## config.mk

```make
export PLATFORM = sky130hd
export DESIGN_NAME = exc_accept_unit
export DESIGN_NICKNAME = d
export VERILOG_FILES = /design/src/rtl/exc_accept_pkg.sv /design/src/rtl/exc_stage_filter.sv /design/src/rtl/exc_slot_merge.sv /design/src/rtl/exc_oldest_pick.sv /design/src/rtl/exc_accept_unit.sv
export SDC_FILE = /design/constraint.sdc
export NUM_CORES = 1
export LEC_CHECK = 0
export BUFFER_PORTS_ARGS = -buffer_cell sky130_fd_sc_hd__buf_4
export CORE_MARGIN = 1
export CORE_UTILIZATION = 40
export DETAILED_ROUTE_END_ITERATION = 10
export PLACE_DENSITY = 0.6
export SLEW_MARGIN = 20
export SYNTH_ARGS = -nofsm -noshare
export SYNTH_HDL_FRONTEND = slang
export SYNTH_SLANG_ARGS = --single-unit
```

## constraint.sdc

```tcl
create_clock -name clk -period 12.4 [get_ports clk]
set_input_delay 0.62 -clock clk [delete_from_list [all_inputs] [get_ports clk]]
set_output_delay 0.62 -clock clk [all_outputs]
set_load 0.02 [all_outputs]
```

## src/rtl/exc_accept_pkg.sv

```systemverilog
package exc_accept_pkg;

    localparam int CODE_W = 4;

    typedef enum logic [CODE_W-1:0] {
        EXC_NONE = 4'd0,
        EXC_ITLB = 4'd1,
        EXC_DEC  = 4'd2,
        EXC_DTLB = 4'd3
    } exc_code_e;

    // Stage index assignment of the pipeline
    localparam int STG_F1 = 0;
    localparam int STG_F2 = 1;
    localparam int STG_ID = 2;
    localparam int STG_E1 = 3;
    localparam int STG_E2 = 4;
    localparam int STG_E3 = 5;
    localparam int STG_WB = 6;

    // Cause that a given stage is able to detect
    function automatic logic [CODE_W-1:0] stage_code(input int s);
        case (s)
            STG_F1, STG_F2: return EXC_ITLB;
            STG_ID:         return EXC_DEC;
            STG_E2, STG_E3: return EXC_DTLB;
            default:        return EXC_NONE;
        endcase
    endfunction

endpackage

```

## src/rtl/exc_stage_filter.sv

```systemverilog
module exc_stage_filter
    import exc_accept_pkg::*;
#(
    parameter int NSTG  = 7
) (
    input  logic [NSTG-1:0]        raise_vld,
    input  logic [NSTG*CODE_W-1:0] raise_code,
    output logic [NSTG-1:0]        legal
);

    for (genvar gi = 0; gi < NSTG; gi++) begin : g_stage
        localparam logic [CODE_W-1:0] EXPECT = stage_code(gi);
        // A report counts only if this stage can detect that cause
        assign legal[gi] = (EXPECT != EXC_NONE) && raise_vld[gi]
                           && (raise_code[gi*CODE_W +: CODE_W] == EXPECT);
    end

endmodule

```

## src/rtl/exc_slot_merge.sv

```systemverilog
module exc_slot_merge
    import exc_accept_pkg::*;
#(
    parameter int NSTG  = 7,
    parameter int TAG_W = 4
) (
    input  logic [NSTG-1:0]        legal,
    input  logic [NSTG*CODE_W-1:0] raise_code,
    input  logic [NSTG*TAG_W-1:0]  raise_tag,
    input  logic [NSTG-1:0]        pend_v,
    input  logic [NSTG*CODE_W-1:0] pend_code,
    input  logic [NSTG*TAG_W-1:0]  pend_tag,
    output logic [NSTG-1:0]        cand_v,
    output logic [NSTG*CODE_W-1:0] cand_code,
    output logic [NSTG*TAG_W-1:0]  cand_tag
);

    for (genvar gi = 0; gi < NSTG; gi++) begin : g_slot
        logic [TAG_W-1:0] dif;
        logic             take_new;

        // New report wins the slot if slot is empty or new tag is older
        assign dif      = raise_tag[gi*TAG_W +: TAG_W] - pend_tag[gi*TAG_W +: TAG_W];
        assign take_new = legal[gi] && (!pend_v[gi] || dif[TAG_W-1]);

        assign cand_v[gi] = legal[gi] | pend_v[gi];
        assign cand_code[gi*CODE_W +: CODE_W] = take_new ? raise_code[gi*CODE_W +: CODE_W]
                                                         : pend_code[gi*CODE_W +: CODE_W];
        assign cand_tag[gi*TAG_W +: TAG_W]    = take_new ? raise_tag[gi*TAG_W +: TAG_W]
                                                         : pend_tag[gi*TAG_W +: TAG_W];
    end

endmodule

```

## src/rtl/exc_oldest_pick.sv

```systemverilog
module exc_oldest_pick
    import exc_accept_pkg::*;
#(
    parameter int NSTG  = 7,
    parameter int TAG_W = 4
) (
    input  logic [NSTG-1:0]        cand_v,
    input  logic [NSTG*CODE_W-1:0] cand_code,
    input  logic [NSTG*TAG_W-1:0]  cand_tag,
    output logic                   found,
    output logic [CODE_W-1:0]      win_code,
    output logic [TAG_W-1:0]       win_tag
);

    logic [TAG_W-1:0] dif;

    always_comb begin
        found    = 1'b0;
        win_code = '0;
        win_tag  = '0;
        dif      = '0;
        for (int i = 0; i < NSTG; i++) begin
            dif = cand_tag[i*TAG_W +: TAG_W] - win_tag;
            if (cand_v[i] && (!found || dif[TAG_W-1])) begin
                found    = 1'b1;
                win_code = cand_code[i*CODE_W +: CODE_W];
                win_tag  = cand_tag[i*TAG_W +: TAG_W];
            end
        end
    end

endmodule

```

## src/rtl/exc_accept_unit.sv

```systemverilog
module exc_accept_unit
    import exc_accept_pkg::*;
#(
    parameter int NSTG  = 7,
    parameter int TAG_W = 4
) (
    input  logic                   clk,
    input  logic                   rst_n,
    input  logic [NSTG-1:0]        raise_vld,
    input  logic [NSTG*CODE_W-1:0] raise_code,
    input  logic [NSTG*TAG_W-1:0]  raise_tag,
    input  logic                   busy,
    output logic                   acc_vld,
    output logic [CODE_W-1:0]      acc_code,
    output logic [TAG_W-1:0]       acc_tag,
    output logic                   flush_vld,
    output logic                   restart_vld,
    output logic [TAG_W-1:0]       restart_tag
);

    localparam int CODE_BUS = NSTG * CODE_W;
    localparam int TAG_BUS  = NSTG * TAG_W;

    typedef struct packed {
        logic [NSTG-1:0]     pv;
        logic [CODE_BUS-1:0] pc;
        logic [TAG_BUS-1:0]  pt;
        logic                acc;
        logic [CODE_W-1:0]   code;
        logic [TAG_W-1:0]    tag;
        logic                fl;
        logic                rs;
        logic [TAG_W-1:0]    rtag;
    } state_t;

    state_t st_d, st_q;

    logic [NSTG-1:0]     legal;
    logic [NSTG-1:0]     cand_v;
    logic [CODE_BUS-1:0] cand_code;
    logic [TAG_BUS-1:0]  cand_tag;
    logic                win_found;
    logic [CODE_W-1:0]   win_code;
    logic [TAG_W-1:0]    win_tag;

    exc_stage_filter #(.NSTG(NSTG)) u_filter (
        .raise_vld  (raise_vld),
        .raise_code (raise_code),
        .legal      (legal)
    );

    exc_slot_merge #(.NSTG(NSTG), .TAG_W(TAG_W)) u_merge (
        .legal      (legal),
        .raise_code (raise_code),
        .raise_tag  (raise_tag),
        .pend_v     (st_q.pv),
        .pend_code  (st_q.pc),
        .pend_tag   (st_q.pt),
        .cand_v     (cand_v),
        .cand_code  (cand_code),
        .cand_tag   (cand_tag)
    );

    exc_oldest_pick #(.NSTG(NSTG), .TAG_W(TAG_W)) u_pick (
        .cand_v    (cand_v),
        .cand_code (cand_code),
        .cand_tag  (cand_tag),
        .found     (win_found),
        .win_code  (win_code),
        .win_tag   (win_tag)
    );

    always_comb begin
        st_d      = st_q;
        st_d.acc  = 1'b0;
        st_d.fl   = 1'b0;
        st_d.code = '0;
        st_d.tag  = '0;
        // Restart follows the acceptance by one cycle
        st_d.rs   = st_q.acc;
        if (st_q.acc) begin
            st_d.rtag = st_q.tag;
        end
        if (win_found && !busy) begin
            st_d.acc  = 1'b1;
            st_d.fl   = 1'b1;
            st_d.code = win_code;
            st_d.tag  = win_tag;
            // Winner is oldest: every other entry is younger and is flushed
            st_d.pv   = '0;
            st_d.pc   = '0;
            st_d.pt   = '0;
        end else begin
            st_d.pv = cand_v;
            st_d.pc = cand_code;
            st_d.pt = cand_tag;
        end
    end

    always_ff @(posedge clk) begin
        if (!rst_n) begin
            st_q <= '0;
        end else begin
            st_q <= st_d;
        end
    end

    assign acc_vld     = st_q.acc;
    assign acc_code    = st_q.code;
    assign acc_tag     = st_q.tag;
    assign flush_vld   = st_q.fl;
    assign restart_vld = st_q.rs;
    assign restart_tag = st_q.rtag;

endmodule


```

## After elaboration in Yosys (flattened, before gate mapping)

Index checks and enable logic that the tools add are counted.

| operators by class | value |
|---|---|
| add/sub/neg operators | 9 |
| equal/unequal tests | 5 |
| mux-type cells | 26 |
| bitwise operators | 6 |
| reductions and logical operators | 36 |

Operator list:

| kind | number |
|---|---|
| two-way mux 4 bit | 20 |
| subtractor 4 bit | 9 |
| logical AND 1 bit | 15 |
| equality test 4 x 2 -> 1 bit (second input constant) | 3 |
| logical NOT 1 bit | 10 |
| two-way mux 10 bit | 1 |
| logical OR 1 bit | 9 |
| equality test 4 x 1 -> 1 bit (second input constant) | 2 |
| two-way mux 1 bit | 5 |
| bitwise OR 1 bit | 5 |
| AND reduction 2 bit | 1 |
| OR reduction 2 bit | 1 |
| inverter 1 bit | 1 |

| word-level totals | value |
|---|---|
| register bits after elaboration | 60 |
| input bits | 66 |
| output and inout bits | 15 |

## Longest topological paths before layout

Gate-level depths: netlist of the first run.

| depth | value |
|---|---|
| depth after elaboration | 23 |
| mapped depth | 42 |
| depth with buffers taken out | 41 |

## Cells and area by module

From an unflattened synthesis of the first run, not the netlist that was laid out.

| unflattened totals | value |
|---|---|
| cell total of the unflattened synthesis | 1,060 |
| area, all modules | 8,373.0 µm² |

By module, submodules not included:

| module | instances | cells each | area each (µm²) | seq. area each (µm²) |
|---|---|---|---|---|
| exc_slot_merge | 1 | 560 | 3,887.5 | 0.0 |
| exc_accept_unit | 1 | 189 | 2,463.6 | 1,541.5 |
| exc_oldest_pick | 1 | 298 | 1,939.4 | 0.0 |
| exc_stage_filter | 1 | 13 | 82.6 | 0.0 |

## Least setup slack after synthesis of the first run

OpenSTA, ideal clock, no wires.

| timing | value |
|---|---|
| kind | input-to-reg |
| start point | in raise_tag[6] |
| end point | reg st_q, in the netlist acc_tag[0] |
| setup time | 0.071 ns |
| data arrival time | 8.214 ns |
| required time | 12.329 ns |
| path slack | 4.114 ns |
| stages | 35 |
| buffers on the path | 2 |
| cells stage by stage | ha_1 > a21oi_1 > o2111ai_1 > o211ai_2 > clkbuf_1 > mux2_2 > ha_1 > a21oi_1 > nor2_1 > a31oi_1 > o41ai_4 > nor2_4 > a21oi_1 > ha_1 > nand2_1 > mux2i_2 > a31oi_4 > xnor2_1 > o21ai_1 > mux2_2 > ha_1 > nor3b_1 > a31oi_1 > a211oi_1 > o31ai_2 > o21ai_0 > ha_1 > o21a_1 > nor2_1 > nor2_1 > nand3_1 > mux2i_2 > buf_4 > or3_1 > a21oi_1 |

| on the way | value |
|---|---|
| cells in the longest elaborated chain, start to end | 22 |
| elaborated cells on any way between the ends | 29 |

RTL lines:

| what | line | text |
|---|---|---|
| start: declaration | exc_accept_unit.sv:11 | `input logic [NSTG*TAG_W-1:0] raise_tag,` |
| subtractor 4 bit | exc_slot_merge.sv:23 | `assign dif = raise_tag[gi*TAG_W +: TAG_W] - pend_tag[gi*TAG_W +: TAG_W];` |
| logical OR 1 bit | exc_slot_merge.sv:24 | `assign take_new = legal[gi] && (!pend_v[gi] \|\| dif[TAG_W-1]);` |
| logical AND 1 bit | exc_slot_merge.sv:24 |  |
| two-way mux 4 bit * | exc_slot_merge.sv:29 | `assign cand_tag[gi*TAG_W +: TAG_W] = take_new ? raise_tag[gi*TAG_W +: TAG_W]` |
| net cand_tag[6] | exc_accept_unit.sv:41 | `logic [TAG_BUS-1:0] cand_tag;` |
| subtractor 4 bit | exc_oldest_pick.sv:23 | `dif = cand_tag[i*TAG_W +: TAG_W] - win_tag;` |
| logical OR 1 bit | exc_oldest_pick.sv:24 | `if (cand_v[i] && (!found \|\| dif[TAG_W-1])) begin` |
| logical AND 1 bit | exc_oldest_pick.sv:24 |  |
| [... 7 more ...] | n/a |  |
| logical AND 1 bit | exc_oldest_pick.sv:24 |  |
| two-way mux 4 bit / two-way mux 1 bit (equally long branches) | exc_oldest_pick.sv:24 |  |
| subtractor 4 bit / logical NOT 1 bit (equally long branches) | exc_oldest_pick.sv:23, exc_oldest_pick.sv:24 |  |
| logical OR 1 bit | exc_oldest_pick.sv:24 |  |
| logical AND 1 bit | exc_oldest_pick.sv:24 |  |
| two-way mux 1 bit | exc_oldest_pick.sv:24 |  |
| logical AND 1 bit | exc_accept_unit.sv:84 | `if (win_found && !busy) begin` |
| AND reduction 2 bit (no line) | n/a |  |
| end signal: assignment | exc_accept_unit.sv:104 | `st_q <= st_d;` |
| end: declaration | exc_accept_unit.sv:36 | `state_t st_d, st_q;` |

Mark *: on every way through the listed nets, which the timed path passes. The rest lies on a longest branch.
A chain may end at the register's enable or synchronous reset.

## Final worst setup path of the first run

| timing | value |
|---|---|
| start point | in raise_tag[6] |
| end point | reg st_q, in the netlist acc_tag[2] |

Same word-level chain as after synthesis.

==> results.sh, run 1 <==
export IMPL_drt_vias_per_instance=5.15
export IMPL_pre_cts_slack_ns=2.58
export IMPL_layout_area_seq_sq_um=1180
export IMPL_initial_antenna_violation_count=0
export IMPL_cts_made_buffers=9
export IMPL_first_pass_grt_wire_length_um=15200
export IMPL_run_status="completed"
export IMPL_drv_slew=0
export IMPL_deepest_clock_path_buffer_count=2
export IMPL_worstSetupEndpointType="flip-flop"
export IMPL_clock_tree_htree_level_count=3
export IMPL_startpoint_of_the_lowest_slack_register_to_register_path="st_q[17]"
export IMPL_yosys_register_bits=59
export IMPL_final_net_count=621
export IMPL_area_growth_pct=18.1
export IMPL_average_size_of_a_mapped_cell_sq_um=8.06
export IMPL_fmax_ghz=0.105
export IMPL_synth_yosys_seq_area_share_pct=30.0
export IMPL_post_cts_repair_setup_buffers=0
export IMPL_setup_tns_ns=0
export IMPL_critical_path_max_fanout=14
export IMPL_worst_hold_path_endpoint="st_q[48]"
export IMPL_rows=35
export IMPL_place_gp_congestion=0.851
export IMPL_grt_pass1_vias=3255
export IMPL_global_route_usage_total_pct=19.0
export IMPL_initial_utilization_pct=42.1
export IMPL_ys_dominant_reg_cell="dfxtp_1"
export IMPL_die_area_sq_um=10300
export IMPL_final_critical_path_setup_slack_ns=2.87
export IMPL_post_route_period_util_pct=76.9
export IMPL_cts_hold_repair_buffers=0
export IMPL_postSynth_asyncResetShare_pct=0
export IMPL_io_buffers=62
export IMPL_pwr_per_cell_area_nw_per_um2=99.2
export IMPL_netlist_cell_type_count=75
export IMPL_fin_skew_ns=0.0123
export IMPL_fraction_of_layout_instances_using_a_drive_strength_above_1_pct=20.8
export IMPL_1st_iter_drt_viols=126
export IMPL_timing_slew_headroom_pct=34.0
export IMPL_multiInputGateArea_sq_um=2510
export IMPL_route_detailed_wl_per_inst_um=13.4
export IMPL_reg2reg_capture_point="acc_tag[2]"
export IMPL_drt_pre_antenna_iters=4
export IMPL_crit_type="primary input to flip-flop"
export IMPL_vias=3459
export IMPL_cts_resized=0
export IMPL_core_sq_um=9370
export IMPL_r2r_setup_slack_ns=2.89
export IMPL_critical_path_max_stage_delay_ns=0.62
export IMPL_tightestPinTransition_ns=0.989
export IMPL_holdCritStartpoint="st_q[48]"
export IMPL_setup_violators_final=0
export IMPL_cp_slowest_cell="nor3b_1"
export IMPL_max_cap_viol_count=0
export IMPL_timing_hold_violations_final=0
export IMPL_ant_nets=0
export IMPL_die_width_um=101
export IMPL_worstSkewPairLatency_ns=0.34
export IMPL_synth_edff_count=0
export IMPL_peakVddDrop_v=0.0000638
export IMPL_syn_inst=489
export IMPL_cts_clk_slew_worst_paths_ns=0.07
export IMPL_grt_max_degree=46
export IMPL_dpl_hpwl_um=6970
export IMPL_ios=81
export IMPL_n_antenna_cell=0
export IMPL_tritoncts="built"
export IMPL_worst_endpoint_required_ns=12.63
export IMPL_clock_sinks=59
export IMPL_whs_path_depth=2
export IMPL_fin_crit_ns=9.53
export IMPL_synth_net_count=572
export IMPL_overflow=0
export IMPL_nFillCells=948
export IMPL_chipHeight_um=101
export IMPL_warnings_synthesis=0
export IMPL_finalHoldWorstSlack_ns=0.437
export IMPL_drc=0
export IMPL_critPathMostFrequentCell="ha_1"
export IMPL_p_leak_nw=1.93
export IMPL_setup_worst_path_start_class="primary input"
export IMPL_cts_root_buf="clkbuf_8"
export IMPL_timing_hold_worst_class="flip-flop to flip-flop"
export IMPL_grt_setup_unrepaired="no"
export IMPL_wirelength_um=9010
export IMPL_mappedNetlistArea_sq_um=3940
export IMPL_cp_data_arrival_time_ns=9.77
export IMPL_worstRegToRegCells=37
-- metal layers --
| metal | share of wire [%] | track usage [%] |
|---|---|---|
| met5 | 0 | 0 |
| met4 | 0.65 | 4.68 |
| met3 | 3.1 | 4.21 |
| met2 | 47 | 31.3 |
| met1 | 49 | 25.2 |
-- through the flow --
stage	utilization (%)	power [mW]	cell area, sq um	cells
after floorplan	-	0.242	3940	489
after global placement	47.3	0.264	4430	656
after CTS	49.7	0.467	4660	672
after global routing	49.7	0.483	4660	672
final	49.7	0.462	4660	672
after detailed placement	47.3	0.265	4430	656
-- worst max path at each step --
stage / startpoint / to / slack [ns] / depth (start not counted)
6_report: raise_tag[6] / acc_tag[2] / 2.87 / 35
3_5_place_dp: raise_tag[6] / acc_tag[2] / 2.58 / 35
2_1_floorplan: raise_tag[6] / acc_tag[0] / 4.11 / 35
4_1_cts: st_q[17] / acc_tag[2] / 2.89 / 37
5_1_grt: st_q[17] / acc_tag[2] / 1.96 / 37
3_3_place_gp: raise_tag[2] / acc_tag[2] / 2.71 / 37
-- flip-flops by register name, indices dropped and copies added (netlist names) --
signal / flops
acc_tag: 4
restart_tag: 4
acc_vld: 1
acc_code: 4
st_q: 45
restart_vld: 1
-- cells by family after synthesis --
logic type / share of synthesized area [%]
AO/OA/AOI/OAI: 23.3
flip-flops: 30.0
buffers and inverters: 6.35
XOR/XNOR: 2.89
multiplexers: 7.84
adder cells (fa/ha/maj): 5.40
AND/OR/NAND/NOR: 24.2
-- final cells by class --
cell class / count / area share, %
Clock inverter: 7 / 2.18
Tap cell: 129 / 3.47
Timing Repair Buffer: 64 / 10.3
Multi-Input combinational cell: 378 / 53.9
Clock buffer: 9 / 2.66
Sequential cell: 59 / 25.4
Inverter: 26 / 2.10
-- cells in the mapped netlist (2+ instances only) --
cell	n	share of area (%)
nor4_1	2	0.32
nor3b_1	4	0.76
o21a_1	9	1.7
xnor2_1	9	2.0
buf_4	14	2.7
and3_1	2	0.32
nor3_1	8	1.0
nand3_1	5	0.63
o21ai_1	7	0.89
xor2_1	4	0.89
o2111ai_1	2	0.44
dfxtp_1	59	30
a31oi_1	6	0.95
o211a_1	2	0.51
nand4_1	4	0.63
nor2_1	75	7.1
mux2i_1	21	5.3
ha_1	17	5.4
a21o_1	8	1.5
and2_1	4	0.63
o211ai_1	4	0.76
clkbuf_1	10	0.95
a21oi_1	36	4.6
o211ai_2	3	0.95
inv_1	26	2.5
nand2_1	43	4.1
a211oi_1	5	0.95
mux2_2	5	1.4
nand2b_1	14	2.2
buf_2	2	0.25
mux2i_2	2	0.70
or2_2	3	0.48
or3_1	5	0.79
o21ai_0	15	1.9
or2_1	2	0.32
o31ai_1	2	0.38
nor2b_1	12	1.9
-- layout by cell type, fill, tap and decap left out, types with 3 or more instances in the layout --
master	count
buf_4	64
ha_1	17
nor2b_1	12
a21o_1	8
a31oi_1	6
nor3_1	8
xnor2_1	9
nor3b_1	4
o21a_1	9
a21oi_1	36
o21ai_1	7
o211ai_1	4
nor2_1	75
o21ai_0	15
nand2_1	43
nand4_1	4
mux2i_1	21
inv_1	26
and2_1	4
nand3_1	5
xor2_1	4
clkbuf_8	9
a211oi_1	5
or3_1	5
nand2b_1	14
mux2_2	5
o211ai_2	3
dfxtp_1	59
or2_2	3
-- power breakdown --
| group | internal, mW | switching, mW |
|---|---|---|
| sequential | 0.191 | 0.00139 |
| combinational | 0.0299 | 0.0381 |
| clock | 0.114 | 0.0866 |
| total | 0.336 | 0.126 |
-- critical path: cells and delay by family --
kind / cells / cell delay [ns]
simple gates: 9 / 1.55
compound gates: 15 / 4.09
mux: 4 / 1.90
buf+inv: 1 / 0.11
fa+ha+maj: 5 / 1.33
xor+xnor: 1 / 0.15
(Power assumes the default switching activity.)
==> run 2: changes to the inputs <==
--- a/config.mk
+++ b/config.mk
@@ -9,7 +9,7 @@
 export CORE_MARGIN = 1
 export CORE_UTILIZATION = 40
 export DETAILED_ROUTE_END_ITERATION = 10
-export PLACE_DENSITY = 0.6
+export PLACE_DENSITY = 0.63
 export SLEW_MARGIN = 20
 export SYNTH_ARGS = -nofsm -noshare
 export SYNTH_HDL_FRONTEND = slang
==> constraint.sdc (replaced) <==
create_clock -name clk -period 8.25 [get_ports clk]
set_input_delay 0.4125 -clock clk [delete_from_list [all_inputs] [get_ports clk]]
set_output_delay 0.4125 -clock clk [all_outputs]
set_load 0.02 [all_outputs]
==> run 2 against run 1 <==
- sequential power increased by 50%
- design area increased by 5.4%
- via count increased by 4.5%
- sequential share of layout area fell by 1.3 points
- non-clock buffer count up 24
- die area did not move
- largest cell class unchanged
- largest power group unchanged
- highest routed layer unchanged
==> results.sh, run 2 (synthesis gave the netlist of run 1 again) <==
export IMPL_run_status="completed"
export IMPL_drc=0
export IMPL_worst_endpoint_required_ns=8.50
export IMPL_place_gp_congestion=0.863
export IMPL_p_clk_share_pct=44.9
export IMPL_power_switching_mw=0.191
export IMPL_critical_path_max_fanout=6
export IMPL_largest_register_ffs=45
export IMPL_pwr_share_seq_pct=39.4
export IMPL_wirelength_um=9120
export IMPL_route_detailed_wl_per_inst_um=13.1
export IMPL_commonest_non_fill_non_tap_cell_in_the_layout="buf_4"
export IMPL_initial_antenna_violation_count=0
export IMPL_vias=3613
export IMPL_holdCritStartpoint="rst_n"
export IMPL_post_route_period_util_pct=94.4
export IMPL_setup_worst_path_start_class="flip-flop"
export IMPL_io_buffers=62
export IMPL_ant_nets=0
export IMPL_drt_vias_per_instance=5.18
export IMPL_register_with_the_highest_flop_count="st_q"
export IMPL_layout_area_seq_sq_um=1180
export IMPL_peakVddDrop_v=0.0000877
export IMPL_die_area_sq_um=10300
export IMPL_fmax_ghz=0.128
export IMPL_timing_hold_violations_final=0
export IMPL_grt_pass1_vias=3342
export IMPL_timing_slew_headroom_pct=35.2
export IMPL_clock_tree_htree_level_count=3
export IMPL_cp_slowest_cell="or4_1"
export IMPL_tritoncts="built"
export IMPL_initial_utilization_pct=42.1
export IMPL_deepest_clock_path_buffer_count=2
export IMPL_power_switching_fraction_pct=26.0
export IMPL_cts_made_buffers=9
export IMPL_crit_start="st_q[17]"
export IMPL_cts_root_buf="clkbuf_8"
export IMPL_tightestPinTransition_ns=0.972
export IMPL_worstSkewPairLatency_ns=0.34
export IMPL_area_growth_pct=24.5
export IMPL_crit_type="flip-flop to flip-flop"
export IMPL_dpl_hpwl_um=6970
export IMPL_cp_data_arrival_time_ns=8.03
export IMPL_setup_tns_ns=0
export IMPL_fin_crit_ns=7.78
export IMPL_max_cap_viol_count=0
export IMPL_die_width_um=101
export IMPL_worstSetupEndpointType="flip-flop"
export IMPL_post_layout_total_power_mw=0.735
export IMPL_clock_sinks=59
export IMPL_nFillCells=912
export IMPL_r2r_setup_slack_ns=0.47
export IMPL_multiInputGateArea_sq_um=2560
export IMPL_cts_clk_slew_worst_paths_ns=0.08
export IMPL_pwr_per_cell_area_nw_per_um2=150
export IMPL_setup_violators_final=0
export IMPL_final_net_count=646
export IMPL_global_route_usage_total_pct=18.7
export IMPL_p_leak_nw=2.07
export IMPL_drt_pre_antenna_iters=5
export IMPL_first_pass_grt_wire_length_um=15200
export IMPL_1st_iter_drt_viols=127
export IMPL_core_sq_um=9370
export IMPL_chipHeight_um=101
export IMPL_rows=35
export IMPL_critical_path_max_stage_delay_ns=0.52
export IMPL_mostFrequentLayoutCells="88 x buf_4, 75 x nor2_1, 59 x dfxtp_1"
export IMPL_fin_skew_ns=0.00920
export IMPL_cell_internal_pwr_mw=0.544
export IMPL_finalHoldWorstSlack_ns=0.335
export IMPL_drv_slew=0
export IMPL_n_antenna_cell=0
export IMPL_grt_max_degree=46
export IMPL_combinationalPowerShare_pct=15.7
export IMPL_ios=81
export IMPL_overflow=0
export IMPL_fraction_of_layout_instances_using_a_drive_strength_above_1_pct=25.0
export IMPL_timing_hold_worst_class="primary input to flip-flop"
export IMPL_startpoint_of_the_lowest_slack_register_to_register_path="st_q[17]"
[run 2: cell count changes in the layout (fill, tap and decap cells not counted), sizes merged]
| cell | delta |
|---|---|
| buf | +24 |
| bufinv | +1 |
| clkinvlp | -1 |
| mux2i | +1 |
[run 2: path summary, 6_finish.rpt]
| check | to | cells past startpoint |
|---|---|---|
| worst max register to register | acc_code[2] | 39 |
| worst max-delay path | acc_code[2] | 39 |
| worst min register to register | st_q[48] | 2 |
| worst min-delay path | restart_tag[2] | 2 |
[run 2: final cells by class]
type,count,share of cell area [%]
clock buffers,9,2.52
clock inverters,7,2.52
multi-input cells,379,52.2
repair buffers,88,13.5
well taps,129,3.29
inverters,26,1.99
flip-flops and latches,59,24.1
[run 2: timing repair]
item                                   CTS  global route
endpoints found under the hold margin    0             0
hold buffers                             0             0
setup buffers                            0             2
gates resized for setup                  0             7
setup endpoints to repair                0             8
[run 2: critical path: cells and delay by family, from the launching register on]
family                     cells  cell delay (ns)
adders and majority gates      5             1.45
AOI/OAI and AO/OA             14             2.63
muxes                          5             1.13
xor gates and xnor gates       1             0.08
buffers and inverters          2             0.21
and+or+nand+nor               12             1.86
DFF                            1             0.33
[run 2: routing by layer]
layer	global-route usage [%]	vias to the layer above	part of all wire (%)
li1	-	1860	-
met1	25.0	1691	49
met2	30.9	58	47
met3	3.66	4	3.1
met4	4.35	0	0.60
met5	0	-	0
[run 2: power by group through the flow]
stage	sequential [mW]	combinational, mW	clock [mW]
after CTS	0.290	0.110	0.337
final	0.290	0.115	0.330
after detailed placement	0.296	0.109	0
after global routing	0.290	0.128	0.349
after floorplan	0.296	0.0677	0
after global placement	0.296	0.107	0
[run 2: through the flow]
step	area, sq um	setup slack (ns)	utilization [%]	cells
finish	4910	0.466	52.4	697
global route	4910	-0.0749	52.4	697
CTS	4840	0.420	51.7	694
detailed placement	4600	0.292	49.0	678
global placement	4600	0.318	49.0	678
floorplan	3940	0.172	-	489
==> run 3: changes to the inputs <==
--- a/config.mk
+++ b/config.mk
@@ -5,11 +5,12 @@
 export SDC_FILE = /design/constraint.sdc
 export NUM_CORES = 1
 export LEC_CHECK = 0
+export ABC_AREA = 1
 export BUFFER_PORTS_ARGS = -buffer_cell sky130_fd_sc_hd__buf_4
 export CORE_MARGIN = 1
 export CORE_UTILIZATION = 40
 export DETAILED_ROUTE_END_ITERATION = 10
-export PLACE_DENSITY = 0.63
+export PLACE_DENSITY = 0.64
 export SLEW_MARGIN = 20
 export SYNTH_ARGS = -nofsm -noshare
 export SYNTH_HDL_FRONTEND = slang
==> run 3 against run 2 <==
- clock power barely moved
- sequential cell count did not move
- critical path depth fell by 1
- core utilization fell by 2.6 points
- critical path type unchanged
- critical endpoint is now acc_tag[3]
==> results.sh, run 3 <==
export IMPL_worstSkewPairLatency_ns=0.35
export IMPL_syn_inst=511
export IMPL_grt_max_degree=34
export IMPL_worstRegToRegCells=38
export IMPL_timing_hold_violations_final=0
export IMPL_cts_clk_slew_worst_paths_ns=0.08
export IMPL_cts_root_buf="clkbuf_8"
export IMPL_critical_path_max_stage_delay_ns=0.35
export IMPL_mostFrequentLayoutCells="113 x nand2_1, 81 x nor2_1, 75 x inv_1"
export IMPL_cts_hold_repair_buffers=0
export IMPL_startpoint_of_the_lowest_slack_register_to_register_path="st_q[17]"
export IMPL_fin_crit_ns=6.47
export IMPL_holdCritStartpoint="busy"
export IMPL_drc=0
export IMPL_synth_top_area_cell="dfxtp_1"
export IMPL_die_area_sq_um=9000
export IMPL_final_cell_area_sq_um=4130
export IMPL_fmax_ghz=0.154
export IMPL_place_gp_congestion=0.813
export IMPL_drv_slew=0
export IMPL_initial_antenna_violation_count=0
export IMPL_synth_net_count=594
export IMPL_run_status="completed"
export IMPL_finalHoldWorstSlack_ns=0.287
export IMPL_tritoncts="built"
export IMPL_worstSetupEndpointType="flip-flop"
export IMPL_deepest_clock_path_buffer_count=2
export IMPL_reg2reg_capture_point="acc_tag[3]"
export IMPL_fraction_of_layout_instances_using_a_drive_strength_above_1_pct=18.4
export IMPL_finish_cell_count_without_fillers=670
export IMPL_wirelength_um=6870
export IMPL_overflow=0
export IMPL_first_pass_grt_wire_length_um=12000
export IMPL_main_area_contributors_after_synthesis="dfxtp_1 34%, nand2_1 12%, nor2_1 8.8%"
export IMPL_area_growth_pct=19.8
export IMPL_netlist_cell_type_count=36
export IMPL_nFillCells=852
export IMPL_p_leak_nw=2.10
export IMPL_die_width_um=94.9
export IMPL_core_sq_um=8300
export IMPL_io_buffers=62
export IMPL_post_route_period_util_pct=78.5
export IMPL_rows=33
export IMPL_drt_pre_antenna_iters=4
export IMPL_mappedNetlistArea_sq_um=3450
export IMPL_cts_made_buffers=9
export IMPL_crit_type="flip-flop to flip-flop"
export IMPL_clock_tree_htree_level_count=3
export IMPL_1st_iter_drt_viols=127
export IMPL_peakVddDrop_v=0.000101
export IMPL_commonest_non_fill_non_tap_cell_in_the_layout="nand2_1"
export IMPL_warnings_synthesis=0
export IMPL_grt_setup_unrepaired="no"
export IMPL_critical_path_max_fanout=16
export IMPL_cp_slowest_cell="o21ai_0"
export IMPL_grt_pass1_vias=2953
export IMPL_ant_nets=0
export IMPL_setup_violators_final=0
export IMPL_synth_edff_count=0
export IMPL_ys_top_cells_by_count="113 x nand2_1, 81 x nor2_1, 75 x inv_1"
export IMPL_yosysMostFrequentCell="nand2_1"
export IMPL_cp_data_arrival_time_ns=6.75
export IMPL_ios=81
export IMPL_register_with_the_highest_flop_count="st_q"
export IMPL_setup_tns_ns=0
export IMPL_timing_hold_worst_class="primary input to flip-flop"
export IMPL_setup_worst_path_start_class="flip-flop"
export IMPL_critPathMostFrequentCell="nand2_1"
export IMPL_ys_dominant_reg_cell="dfxtp_1"
export IMPL_initial_utilization_pct=41.6
export IMPL_n_antenna_cell=0
export IMPL_postSynth_asyncResetShare_pct=0
export IMPL_global_route_usage_total_pct=17.1
export IMPL_drt_vias_per_instance=4.72
export IMPL_fin_skew_ns=0.00961
export IMPL_post_layout_total_power_mw=0.718
export IMPL_max_cap_viol_count=0
export IMPL_average_size_of_a_mapped_cell_sq_um=6.75
export IMPL_route_detailed_wl_per_inst_um=10.3
export IMPL_chipHeight_um=94.9
export IMPL_dpl_hpwl_um=5360
export IMPL_r2r_setup_slack_ns=1.78
export IMPL_post_cts_repair_setup_buffers=0
export IMPL_synth_yosys_seq_area_share_pct=34.2
export IMPL_worst_hold_path_endpoint="st_q[75]"
export IMPL_postPlaceCellArea_sq_um=3880
export IMPL_synth_top_cell_area_share_pct=34.2
export IMPL_pwr_per_cell_area_nw_per_um2=174
export IMPL_worst_endpoint_required_ns=8.52
export IMPL_whs_path_depth=3
export IMPL_yosys_register_bits=59
export IMPL_tightestPinTransition_ns=0.578
export IMPL_final_net_count=643
export IMPL_placedCellCount=654
export IMPL_timing_slew_headroom_pct=61.3
export IMPL_cts_resized=0
export IMPL_clock_sinks=59
export IMPL_largest_register_ffs=45
export IMPL_vias=3164
==> run 3: how the worst max path moves through the flow <==
stage                            start          end  depth (start not counted)
after floorplan           raise_tag[2]  acc_code[0]                         45
after global placement    raise_tag[2]   acc_tag[3]                         38
after detailed placement  raise_tag[2]   acc_tag[3]                         38
after CTS                     st_q[17]   acc_tag[3]                         38
after global routing          st_q[17]   acc_tag[0]                         40
final                         st_q[17]   acc_tag[3]                         38
==> run 3: critical path, delay by kind of cell, from the launching register on <==
kind / cells / cell delay, ns
adders and majority gates: 5 / 1.48
DFF: 1 / 0.31
and+or+nand+nor: 22 / 2.50
buffers and inverters: 3 / 0.16
AOI/OAI and AO/OA: 8 / 1.93
==> run 3: cell type report <==
cell class                      instances  area (sq um)  share of cell area, %
Clock buffer                            9           124                   3.00
Clock inverter                          7           125                   3.03
Inverter                               76           285                   6.90
Multi-Input combinational cell        351          1810                   43.9
Sequential cell                        59          1180                   28.6
Tap cell                              105           131                   3.18
Timing Repair Buffer                   63           473                   11.4
==> run 3: stage by stage <==
stage	worst slack [ns]	utilization, %
final	1.78	49.8
after global routing	1.03	49.8
after CTS	1.72	49.8
after detailed placement	1.55	46.8
after global placement	1.71	46.8
after floorplan	2.36	-
==> run 3: kinds of logic (layout without fill, tap and decap cells) <==
| logic type | count (synthesis) | after routing | synth area share, % |
|---|---|---|---|
| and+or+nand+nor | 264 | 264 | 34.7 |
| DFF | 59 | 59 | 34.2 |
| xor gates and xnor gates | 5 | 5 | 1.27 |
| buffers and inverters | 101 | 155 | 13.2 |
| AOI/OAI and AO/OA | 65 | 65 | 10.4 |
| adders and majority gates | 17 | 17 | 6.17 |
==> run 3: power by group <==
group	internal [mW]	switching, mW	total, mW
logic	0.0404	0.0551	0.0955
registers	0.289	0.00210	0.291
clock network	0.203	0.128	0.331
==> run 3: layer usage <==
metal  global-route usage (%)  vias up  wire length (um)
met1                     18.0     1394              3170
met4                     7.45        0               146
met3                     4.83       14               277
met2                     31.5       63              3270
li1                         -     1693                 -
met5                        0        -                 0
